## src/rtl/hdb3_enc_pkg.sv

```systemverilog
package hdb3_enc_pkg;

  // One line slot travelling through the delay line
  typedef struct packed {
    logic pulse;   // slot carries a mark (data one, B or V)
    logic viol;    // mark must repeat the previous polarity
  } lineSym_t;

  // Strobes from the control to the datapath
  typedef struct packed {
    logic tagViol; // incoming zero closes a group: send it as V
    logic tagBip;  // first slot of that group becomes a B pulse
  } ctrlStrobe_t;

endpackage

```

## src/rtl/hdb3_ctrl.sv

```systemverilog
module hdb3_ctrl
  import hdb3_enc_pkg::*;
#(
  parameter int ZERO_RUN = 4
) (
  input  logic        clk,
  input  logic        rstN,
  input  logic        dataIn,
  input  logic        amiMode,
  input  lineSym_t    leadSym,
  output ctrlStrobe_t strobes
);

  localparam int CNT_W = (ZERO_RUN > 2) ? $clog2(ZERO_RUN) : 1;
  localparam logic [CNT_W-1:0] LAST_CNT = CNT_W'(ZERO_RUN - 1);

  logic [CNT_W-1:0] runCnt;
  logic             pulseParity;   // pulses since last V, modulo 2
  logic             parityAhead;   // parity once leadSym is on the line
  logic             substNow;

  // The slot leaving the delay line this cycle is the one just before the
  // candidate group, so it is folded into the parity used for the choice.
  always_comb begin
    if (leadSym.pulse && leadSym.viol) parityAhead = 1'b0;
    else                               parityAhead = pulseParity ^ leadSym.pulse;
  end

  assign substNow = !amiMode && !dataIn && (runCnt == LAST_CNT);

  always_comb begin
    strobes.tagViol = substNow;
    strobes.tagBip  = substNow && !parityAhead;
  end

  always_ff @(posedge clk or negedge rstN) begin
    if (!rstN) begin
      runCnt      <= '0;
      pulseParity <= 1'b0;
    end else begin
      if (amiMode || dataIn || substNow) runCnt <= '0;
      else                               runCnt <= runCnt + 1'b1;
      pulseParity <= parityAhead;
    end
  end

endmodule

```

## src/rtl/hdb3_datapath.sv

```systemverilog
module hdb3_datapath
  import hdb3_enc_pkg::*;
#(
  parameter int ZERO_RUN = 4
) (
  input  logic        clk,
  input  logic        rstN,
  input  logic        dataIn,
  input  ctrlStrobe_t strobes,
  output lineSym_t    leadSym,
  output logic        posOut,
  output logic        negOut
);

  localparam int LAST = ZERO_RUN - 1;

  lineSym_t stage [ZERO_RUN];
  logic     lastPos;   // 1: last pulse was positive
  logic     nextPos;

  always_ff @(posedge clk or negedge rstN) begin
    if (!rstN) stage[0] <= '0;
    else       stage[0] <= '{pulse: dataIn | strobes.tagViol, viol: strobes.tagViol};
  end

  for (genvar j = 1; j < ZERO_RUN; j++) begin : gStage
    if (j == LAST) begin : gHead
      // The group's first zero enters the last stage as it is tagged
      always_ff @(posedge clk or negedge rstN) begin
        if (!rstN) stage[j] <= '0;
        else       stage[j] <= '{pulse: stage[j-1].pulse | strobes.tagBip,
                                 viol:  stage[j-1].viol};
      end
    end else begin : gBody
      always_ff @(posedge clk or negedge rstN) begin
        if (!rstN) stage[j] <= '0;
        else       stage[j] <= stage[j-1];
      end
    end
  end

  assign leadSym = stage[LAST];

  always_comb begin
    if (leadSym.viol) nextPos = lastPos;
    else              nextPos = !lastPos;
  end

  always_ff @(posedge clk or negedge rstN) begin
    if (!rstN) begin
      lastPos <= 1'b0;
      posOut  <= 1'b0;
      negOut  <= 1'b0;
    end else begin
      posOut <= leadSym.pulse &&  nextPos;
      negOut <= leadSym.pulse && !nextPos;
      if (leadSym.pulse) lastPos <= nextPos;
    end
  end

endmodule

```

## src/rtl/hdb3_line_encoder.sv

```systemverilog
module hdb3_line_encoder
  import hdb3_enc_pkg::*;
#(
  parameter int ZERO_RUN = 4
) (
  input  logic clk,
  input  logic rstN,
  input  logic dataIn,
  input  logic amiMode,
  output logic posOut,
  output logic negOut
);

  ctrlStrobe_t strobes;
  lineSym_t    leadSym;

  hdb3_ctrl #(.ZERO_RUN(ZERO_RUN)) uCtrl (
    .clk     (clk),
    .rstN    (rstN),
    .dataIn  (dataIn),
    .amiMode (amiMode),
    .leadSym (leadSym),
    .strobes (strobes)
  );

  hdb3_datapath #(.ZERO_RUN(ZERO_RUN)) uPath (
    .clk     (clk),
    .rstN    (rstN),
    .dataIn  (dataIn),
    .strobes (strobes),
    .leadSym (leadSym),
    .posOut  (posOut),
    .negOut  (negOut)
  );

endmodule

```

## config.mk

```make
export PLATFORM = sky130hd
export DESIGN_NAME = hdb3_line_encoder
export DESIGN_NICKNAME = d
export VERILOG_FILES = /design/src/rtl/hdb3_enc_pkg.sv /design/src/rtl/hdb3_ctrl.sv /design/src/rtl/hdb3_datapath.sv /design/src/rtl/hdb3_line_encoder.sv
export SDC_FILE = /design/constraint.sdc
export NUM_CORES = 1
export LEC_CHECK = 0
export BUFFER_PORTS_ARGS = -buffer_cell sky130_fd_sc_hd__buf_2
export CAP_MARGIN = 5
export CORE_MARGIN = 3
export CORE_UTILIZATION = 35
export CTS_CLUSTER_DIAMETER = 150
export DETAILED_ROUTE_END_ITERATION = 10
export GPL_TIMING_DRIVEN = 0
export PLACE_DENSITY = 0.59
export SYNTH_ARGS = -nofsm -noshare
export SYNTH_HDL_FRONTEND = slang
export SYNTH_SLANG_ARGS = --single-unit
```

## constraint.sdc

```tcl
create_clock -name clk -period 2.5 [get_ports clk]
set_clock_uncertainty 0.05 [all_clocks]
set_input_delay 0.125 -clock clk [delete_from_list [all_inputs] [get_ports clk]]
set_output_delay 0.125 -clock clk [all_outputs]
set_load 0.05 [all_outputs]
```

==> results of run 1 <==
==> cell usage after synthesis <==
library cell	instances	area share (%)
nor4b_1	1	1.9
nor2b_1	1	1.4
and2_1	1	1.4
or3b_1	1	1.9
xnor2_1	2	3.8
nor4_1	1	1.4
nand2b_1	1	1.4
or2b_1	1	1.6
or2_2	1	1.4
nor3b_1	1	1.6
ha_1	1	2.7
dfrtp_1	14	77
nand2_1	1	0.82
a31o_1	1	1.9
==> per-layer routing <==
layer / vias up / part of all wire, % / track usage [%]
li1: 116 / - / -
met1: 117 / 43 / 9.78
met2: 8 / 49 / 15.1
met3: 0 / 7.3 / 4.29
met4: 0 / 0 / 7.45
met5: - / 0 / 0
==> cells in the final DEF (no fill, tap or decap) <==
cell	netlist	final
nand2_1	1	1
dlygate4sd3_1	0	2
dfrtp_1	14	14
nand2b_1	1	1
nor3b_1	1	1
clkbuf_4	0	3
or3b_1	1	1
and2_1	1	1
or2b_1	1	1
or2_2	1	1
nor4_1	1	1
a31o_1	1	1
nor2b_1	1	1
ha_1	1	1
nor4b_1	1	1
buf_2	0	5
xnor2_1	2	2
==> final timing paths <==
kind	start	endpoint	slack (ns)	cells after the start
worst max-delay path	uCtrl.runCnt[0]	uPath.stage[7]	1.27	3
worst min-delay path	dataIn	uCtrl.runCnt[1]	0.009	2
worst max register to register	uCtrl.runCnt[0]	uPath.stage[7]	1.27	3
worst min register to register	uPath.stage[5]	uPath.stage[3]	0.30	0
max in group asynchronous	rstN	uPath.stage[5]	1.95	2
min in group asynchronous	rstN	uPath.negOut	0.22	2
==> sequential cells by signal, indices dropped and copies added, names as in the netlist <==
register / cells
uPath.negOut: 1
uPath.leadSym: 2
uPath.stage: 6
uCtrl.pulseParity: 1
uPath.posOut: 1
uCtrl.runCnt: 2
uPath.lastPos: 1
==> power by group through the flow <==
| stage | combinational [mW] | clock (mW) | sequential [mW] |
|---|---|---|---|
| 2_1_floorplan | 0.0276 | 0 | 0.300 |
| 3_3_place_gp | 0.0795 | 0 | 0.267 |
| 3_5_place_dp | 0.0823 | 0 | 0.269 |
| 4_1_cts | 0.0851 | 0.125 | 0.264 |
| 5_1_grt | 0.0894 | 0.138 | 0.268 |
| 6_report | 0.0833 | 0.118 | 0.264 |
==> area by class of cell <==
| cell class | instances | area [µm²] |
|---|---|---|
| repair buffers | 7 | 45.0 |
| clock buffers | 3 | 22.5 |
| flip-flops and latches | 14 | 350 |
| multi-input cells | 14 | 106 |
| well taps | 14 | 17.5 |
| fillers | 118 | 629 |
==> stage by stage <==
step	cell area, µm²	power [mW]
floorplan	457	0.328
global placement	499	0.346
detailed placement	499	0.351
CTS	542	0.475
global route	542	0.495
finish	542	0.465
==> repair_timing <==
action,in CTS,in global routing
endpoints found under the hold margin,16,0
buffers inserted,0,0
hold buffers,2,0
==> cell families after synthesis <==
group	Yosys count	synth area share [%]
flops	14	76.7
simple gates	10	14.8
xor+xnor	2	3.84
compound gates	1	1.92
fa+ha+maj	1	2.74
==> worst max-delay path: stages (launching register included) <==
cell and delay [ns]:
dfrtp_1 0.40, ha_1 0.23, nor3b_1 0.17, or2_2 0.27
==> results.md, run 1 <==
* CP Class: register to register
* Row count at 12
* Sequential-to-total area share from yosys stat at 76.7%
* CTS root buf: clkbuf_4
* Initial antenna violation count at 0
* Synth unique cells at 14
* Initial core utilization at 39.0%
* Leakage power at 0.266 nW
* Post-CTS sizing at 0
* Syn Area/Cell at 16.3 µm²
* Total GRT Usage at 9.59%
* Register share of total power at 56.7%
* RSZ-0062 raised after global routing: no
* WL final at 630 µm
* YS warnings at 0
* Worst setup margin at 1.27 ns
* DRC Markers at 0
* Worst path arrival time at 1.34 ns
* Die X at 42.1 µm
* Post-Place Worst Slack at 1.28 ns
* MaxCap Viol Count at 0
* CP required at 2.60 ns
* Share of cells above drive strength 1 at 23.7%
* Clock-pin slew on the worst setup and hold paths at 0.07 ns
* Hold Fails Final Rpt at 0
* Syn Inst Count at 28
* Final hold slack at 0.00931 ns
* GR Overflow Total at 0
* Diode count at 0
* Io pins at 6
* PwrDens at 859 nW/µm²
* Peak supply drop at 377 µV
* Setup TNS at 0 ns
* Drt pass-1 iters at 1
* Nets at 45
* Mapped Nets at 33
* Part of the power in combinational logic at 17.9%
* Initial DRC Count at 0
* Die Ht at 42.1 µm
* Final Cycle Share at 49.3%
* Max FO, Critical Path at 3
* Clk_lat worst skew at 0.27 ns
* NetSw at 0.129 mW
* Vias in the first global route at 284
* P_int at 0.336 mW
* Pin count of the biggest net entering global routing at 15
* Setup violators final at 0
* First-pass GRT wire length at 1.21 mm
* Core area at 1170 µm²
* CP Capture Type: register
* #FFs+latches synth at 14
* Min-delay worst type: primary input to register
* Port-buffer cells at 5
* Syn Std Cell Area at 457 µm²
* TritonCTS clock tree: built
* Area Growth Syn to Fin at 18.6%
* Sw frac at 27.7%
* Vias/cell at 4.63
* Clock network power share at 25.4%
* Worst-Margin Slew at 0.350 ns
* Final Core Density at 46.3%
* Die area at 1770 µm²
* Layout Cells excl Fill at 52
* Placed Instances at 47
* Wire per inst at 12.1 µm
* GP Congestion at 0.608
* Bufs on Longest Clock Path at 2
* Worst slew margin at 76.6%
* Total CTS buffers at 3
* Slew Limit Fails at 0
* Final min period at 1.23 ns
* Antenna-violating nets left at 0
* Fmax at 0.811 GHz
* H-Tree Depth at 1
* Startpoint types: register
* Status: completed
* Routed via count at 241
* Clock Sinks at 14
No activity file was read; power rests on OpenSTA's default activity.
==> run 2, diff against run 1 <==
--- a/config.mk
+++ b/config.mk
@@ -5,6 +5,7 @@
 export SDC_FILE = /design/constraint.sdc
 export NUM_CORES = 1
 export LEC_CHECK = 0
+export ABC_AREA = 1
 export BUFFER_PORTS_ARGS = -buffer_cell sky130_fd_sc_hd__buf_2
 export CAP_MARGIN = 5
 export CORE_MARGIN = 3
@@ -12,7 +13,7 @@
 export CTS_CLUSTER_DIAMETER = 150
 export DETAILED_ROUTE_END_ITERATION = 10
 export GPL_TIMING_DRIVEN = 0
-export PLACE_DENSITY = 0.59
+export PLACE_DENSITY = 0.61
 export SYNTH_ARGS = -nofsm -noshare
 export SYNTH_HDL_FRONTEND = slang
 export SYNTH_SLANG_ARGS = --single-unit
==> constraint.sdc (replaced) <==
create_clock -name clk -period 1.1 [get_ports clk]
set_clock_uncertainty 0.05 [all_clocks]
set_input_delay 0.055 -clock clk [delete_from_list [all_inputs] [get_ports clk]]
set_output_delay 0.055 -clock clk [all_outputs]
set_load 0.05 [all_outputs]
==> run 2 against run 1 <==
  * Die area grew 2.6%
  * Hold slack gained 0.14 ns
  * Sequential share of layout area shrank 3.0 points
  * Flip-flop and latch count is the same
  * Design area grew 4.8%
  * Sequential power grew 110%
  * Non-clock buffer count grew 1
  * Final cell count grew 25%
  * Synthesized area grew 3.0%
  * Fmax grew 18%
  * Critical path type unchanged
  * Clock-buffer cell count is the same
  * Utilization grew 1.6 points
==> results.md, run 2 <==
* Met2 Use GR at 11.7% (-3.4 points)
* Synth cell count leaders: dfrtp_1, nand2_1, inv_1, nor2_1
* Crit Reg-Reg Startpoint: uCtrl.runCnt[0]
* Bufs on Longest Clock Path at 2 (unchanged)
* Layout Cells excl Fill at 65 (+25%)
* CP required at 1.21 ns (-1.39 ns)
* Antenna-violating nets left at 0 (unchanged)
* Fmax at 0.958 GHz (+18%)
* Syn Area/Cell at 11.8 µm² (-28%)
* Share of cells above drive strength 1 at 21.6% (-2.1 points)
* EDFF count, synth at 0 (unchanged)
* Biggest register: uPath.stage
* Routed via count at 269 (+12%)
* Leakage power at 0.309 nW (+16%)
* Startpoint types: register
* MaxCap Viol Count at 0 (unchanged)
* Met1 usage at 9.07% (-0.72 points)
* Die Ht at 42.7 µm (+1.3%)
* RSZ-0062 raised after global routing: no
* Port-buffer cells at 5 (unchanged)
* Syn Std Cell Area at 470 µm² (+3.0%)
* Mapped Nets at 45 (+36%)
* Count leader, synth: dfrtp_1
* DRC Markers at 0 (unchanged)
* Die X at 42.7 µm (+1.3%)
* Met3 Usage GRT at 5.08% (+0.79 points)
* Post-DP HPWL at 390 µm
* Postcts setup bufs at 0 (unchanged)
* YS warnings at 0 (unchanged)
* Area Growth Syn to Fin at 20.7%
* Worst path arrival time at 1.15 ns (-0.19 ns)
* Final Core Density at 47.9% (+1.6 points)
* Worst-Margin Slew at 0.304 ns (-0.0468 ns)
* Total GRT Usage at 8.01% (-1.6 points)
* Vias in the first global route at 257 (-9.5%)
* Placed Instances at 59 (+26%)
* Setup violators final at 0 (unchanged)
* Core area at 1190 µm² (+1.3%)
* WL final at 601 µm (-4.6%)
* H-Tree Depth at 1 (unchanged)
* CTS root buf: clkbuf_4
* Clk_lat worst skew at 0.27 ns (about the same)
* Clock Sinks at 14 (unchanged)
* Worst slew margin at 79.8% (+3.2 points)
* #FFs+latches synth at 14 (unchanged)
* Yosys top cell area share at 74.5% (-2.2 points)
* Peak supply drop at 726 µV (+93%)
* Synth area leaders: dfrtp_1, nand2_1, inv_1
* Share of flip-flops with an asynchronous set or reset at 100% (unchanged)
* Pin count of the biggest net entering global routing at 15 (unchanged)
* Clock-pin slew on the worst setup and hold paths at 0.08 ns (about the same)
* Die area at 1820 µm² (+2.6%)
* Row count at 12 (unchanged)
* Initial antenna violation count at 0 (unchanged)
* Setup TNS at 0 ns (unchanged)
* Io pins at 6 (unchanged)
* Max reg flops at 6 (unchanged)
* Synth unique cells at 8 (-6)
* Final Cycle Share at 94.9% (+46 points)
* CP Capture Type: register
* Syn Inst Count at 40 (+43%)
* Worst reg2reg path depth at 4 (+1)
* Fillers at 114 (-3.4%)
* GR Overflow Total at 0 (unchanged)
* CP Class: register to register
* Diode count at 0 (unchanged)
* Most common cell after layout, fill and taps aside: dfrtp_1
* Worst r2r dst: uPath.stage[7]
* Synth area leader: dfrtp_1
* Wire per inst at 9.25 µm (-24%)
* Worst R2R Setup Slack at 0.06 ns (-1.21 ns)
* Total CTS buffers at 3 (unchanged)
* Vias/cell at 4.14 (-11%)
* Nets at 58 (+29%)
* Hold Fails Final Rpt at 0 (unchanged)
* Initial DRC Count at 0 (unchanged)
* Main synth FF type: dfrtp_1
* Final min period at 1.04 ns (-0.190 ns)
* Initial core utilization at 39.7% (+0.67 points)
* Min-delay worst type: primary input to asynchronous set/reset pin
* GP Congestion at 0.693 (+14%)
* First-pass GRT wire length at 1.05 mm (-14%)
* Drt pass-1 iters at 1 (unchanged)
* Status: completed
* Commonest non-fill, non-tap cells in the layout: dfrtp_1, nand2_1, inv_1
* TritonCTS clock tree: built
* Top Usage Layer GRT: met2
* Slew Limit Fails at 0 (unchanged)
* Max FO, Critical Path at 3 (unchanged)
* PwrDens at 1640 nW/µm² (+91%)
* Sequential-to-total area share from yosys stat at 74.5% (-2.2 points)
## run 2: critical path: stages, from the launching register on
cell and delay, ns:
dfrtp_1 0.40, ha_2 0.19, inv_2 0.06, nor3_2 0.04
or2_1 0.20
## run 2: power breakdown
part	leakage [nW]	switching [mW]	internal (mW)	total, mW
Clock	0.0138	0.146	0.127	0.273
Combinational	0.117	0.0668	0.0336	0.100
Sequential	0.178	0.0126	0.545	0.557
Total	0.309	0.225	0.705	0.930
## run 2: cell type report
cell class	count	area [µm²]	area share (%)
tap	14	17.5	3.08
clock buffer	3	22.5	3.96
inverter	8	30.0	5.29
sequential	14	350	61.7
multi-input combinational	18	92.6	16.3
timing repair buffer	8	55.1	9.69
## run 2: layer usage
metal | wire [µm] | part of all wire [%]
met4 | 0 | 0
met2 | 274 | 46
met1 | 295 | 49
met3 | 31 | 5.2
met5 | 0 | 0
## run 2: worst max path at each step
stage	from	to	slack (ns)	depth (start not counted)
4_1_cts	uCtrl.runCnt[0]	uPath.stage[7]	0.02	4
6_report	uCtrl.runCnt[0]	uPath.stage[7]	0.06	4
3_3_place_gp	uCtrl.runCnt[0]	uPath.stage[7]	0.04	4
3_5_place_dp	uCtrl.runCnt[0]	uPath.stage[7]	0.04	4
2_1_floorplan	uCtrl.runCnt[0]	uPath.stage[7]	0.08	4
5_1_grt	uCtrl.runCnt[0]	uPath.stage[7]	0.01	4
## run 2: repair_timing
item,CTS,global route
endpoints found under the setup margin,0,1
resized for setup,0,2
hold buffers,3,0
hold endpoints to repair,19,0
## run 2: cells by family (layout without fill, tap and decap cells)
kind of cell | Yosys count | count (layout) | share of synthesized area, %
DFF | 14 | 14 | 74.5
adders and majority gates | 1 | 1 | 2.66
and+or+nand+nor | 16 | 16 | 14.6
xor gates and xnor gates | 1 | 1 | 1.86
buffers and inverters | 8 | 19 | 6.38
## run 2: per-stage QoR
| stage | setup WS [ns] | power (mW) | instance area [µm²] | hold slack (ns) |
|---|---|---|---|---|
| final | 0.0565 | 0.930 | 568 | 0.149 |
| after global routing | 0.0100 | 0.982 | 568 | 0.165 |
| after CTS | 0.0200 | 0.950 | 566 | 0.147 |
| after detailed placement | 0.0390 | 0.662 | 513 | -0.0849 |
| after global placement | 0.0357 | 0.659 | 513 | -0.0915 |
| after floorplan | 0.0831 | 0.630 | 470 | -0.291 |
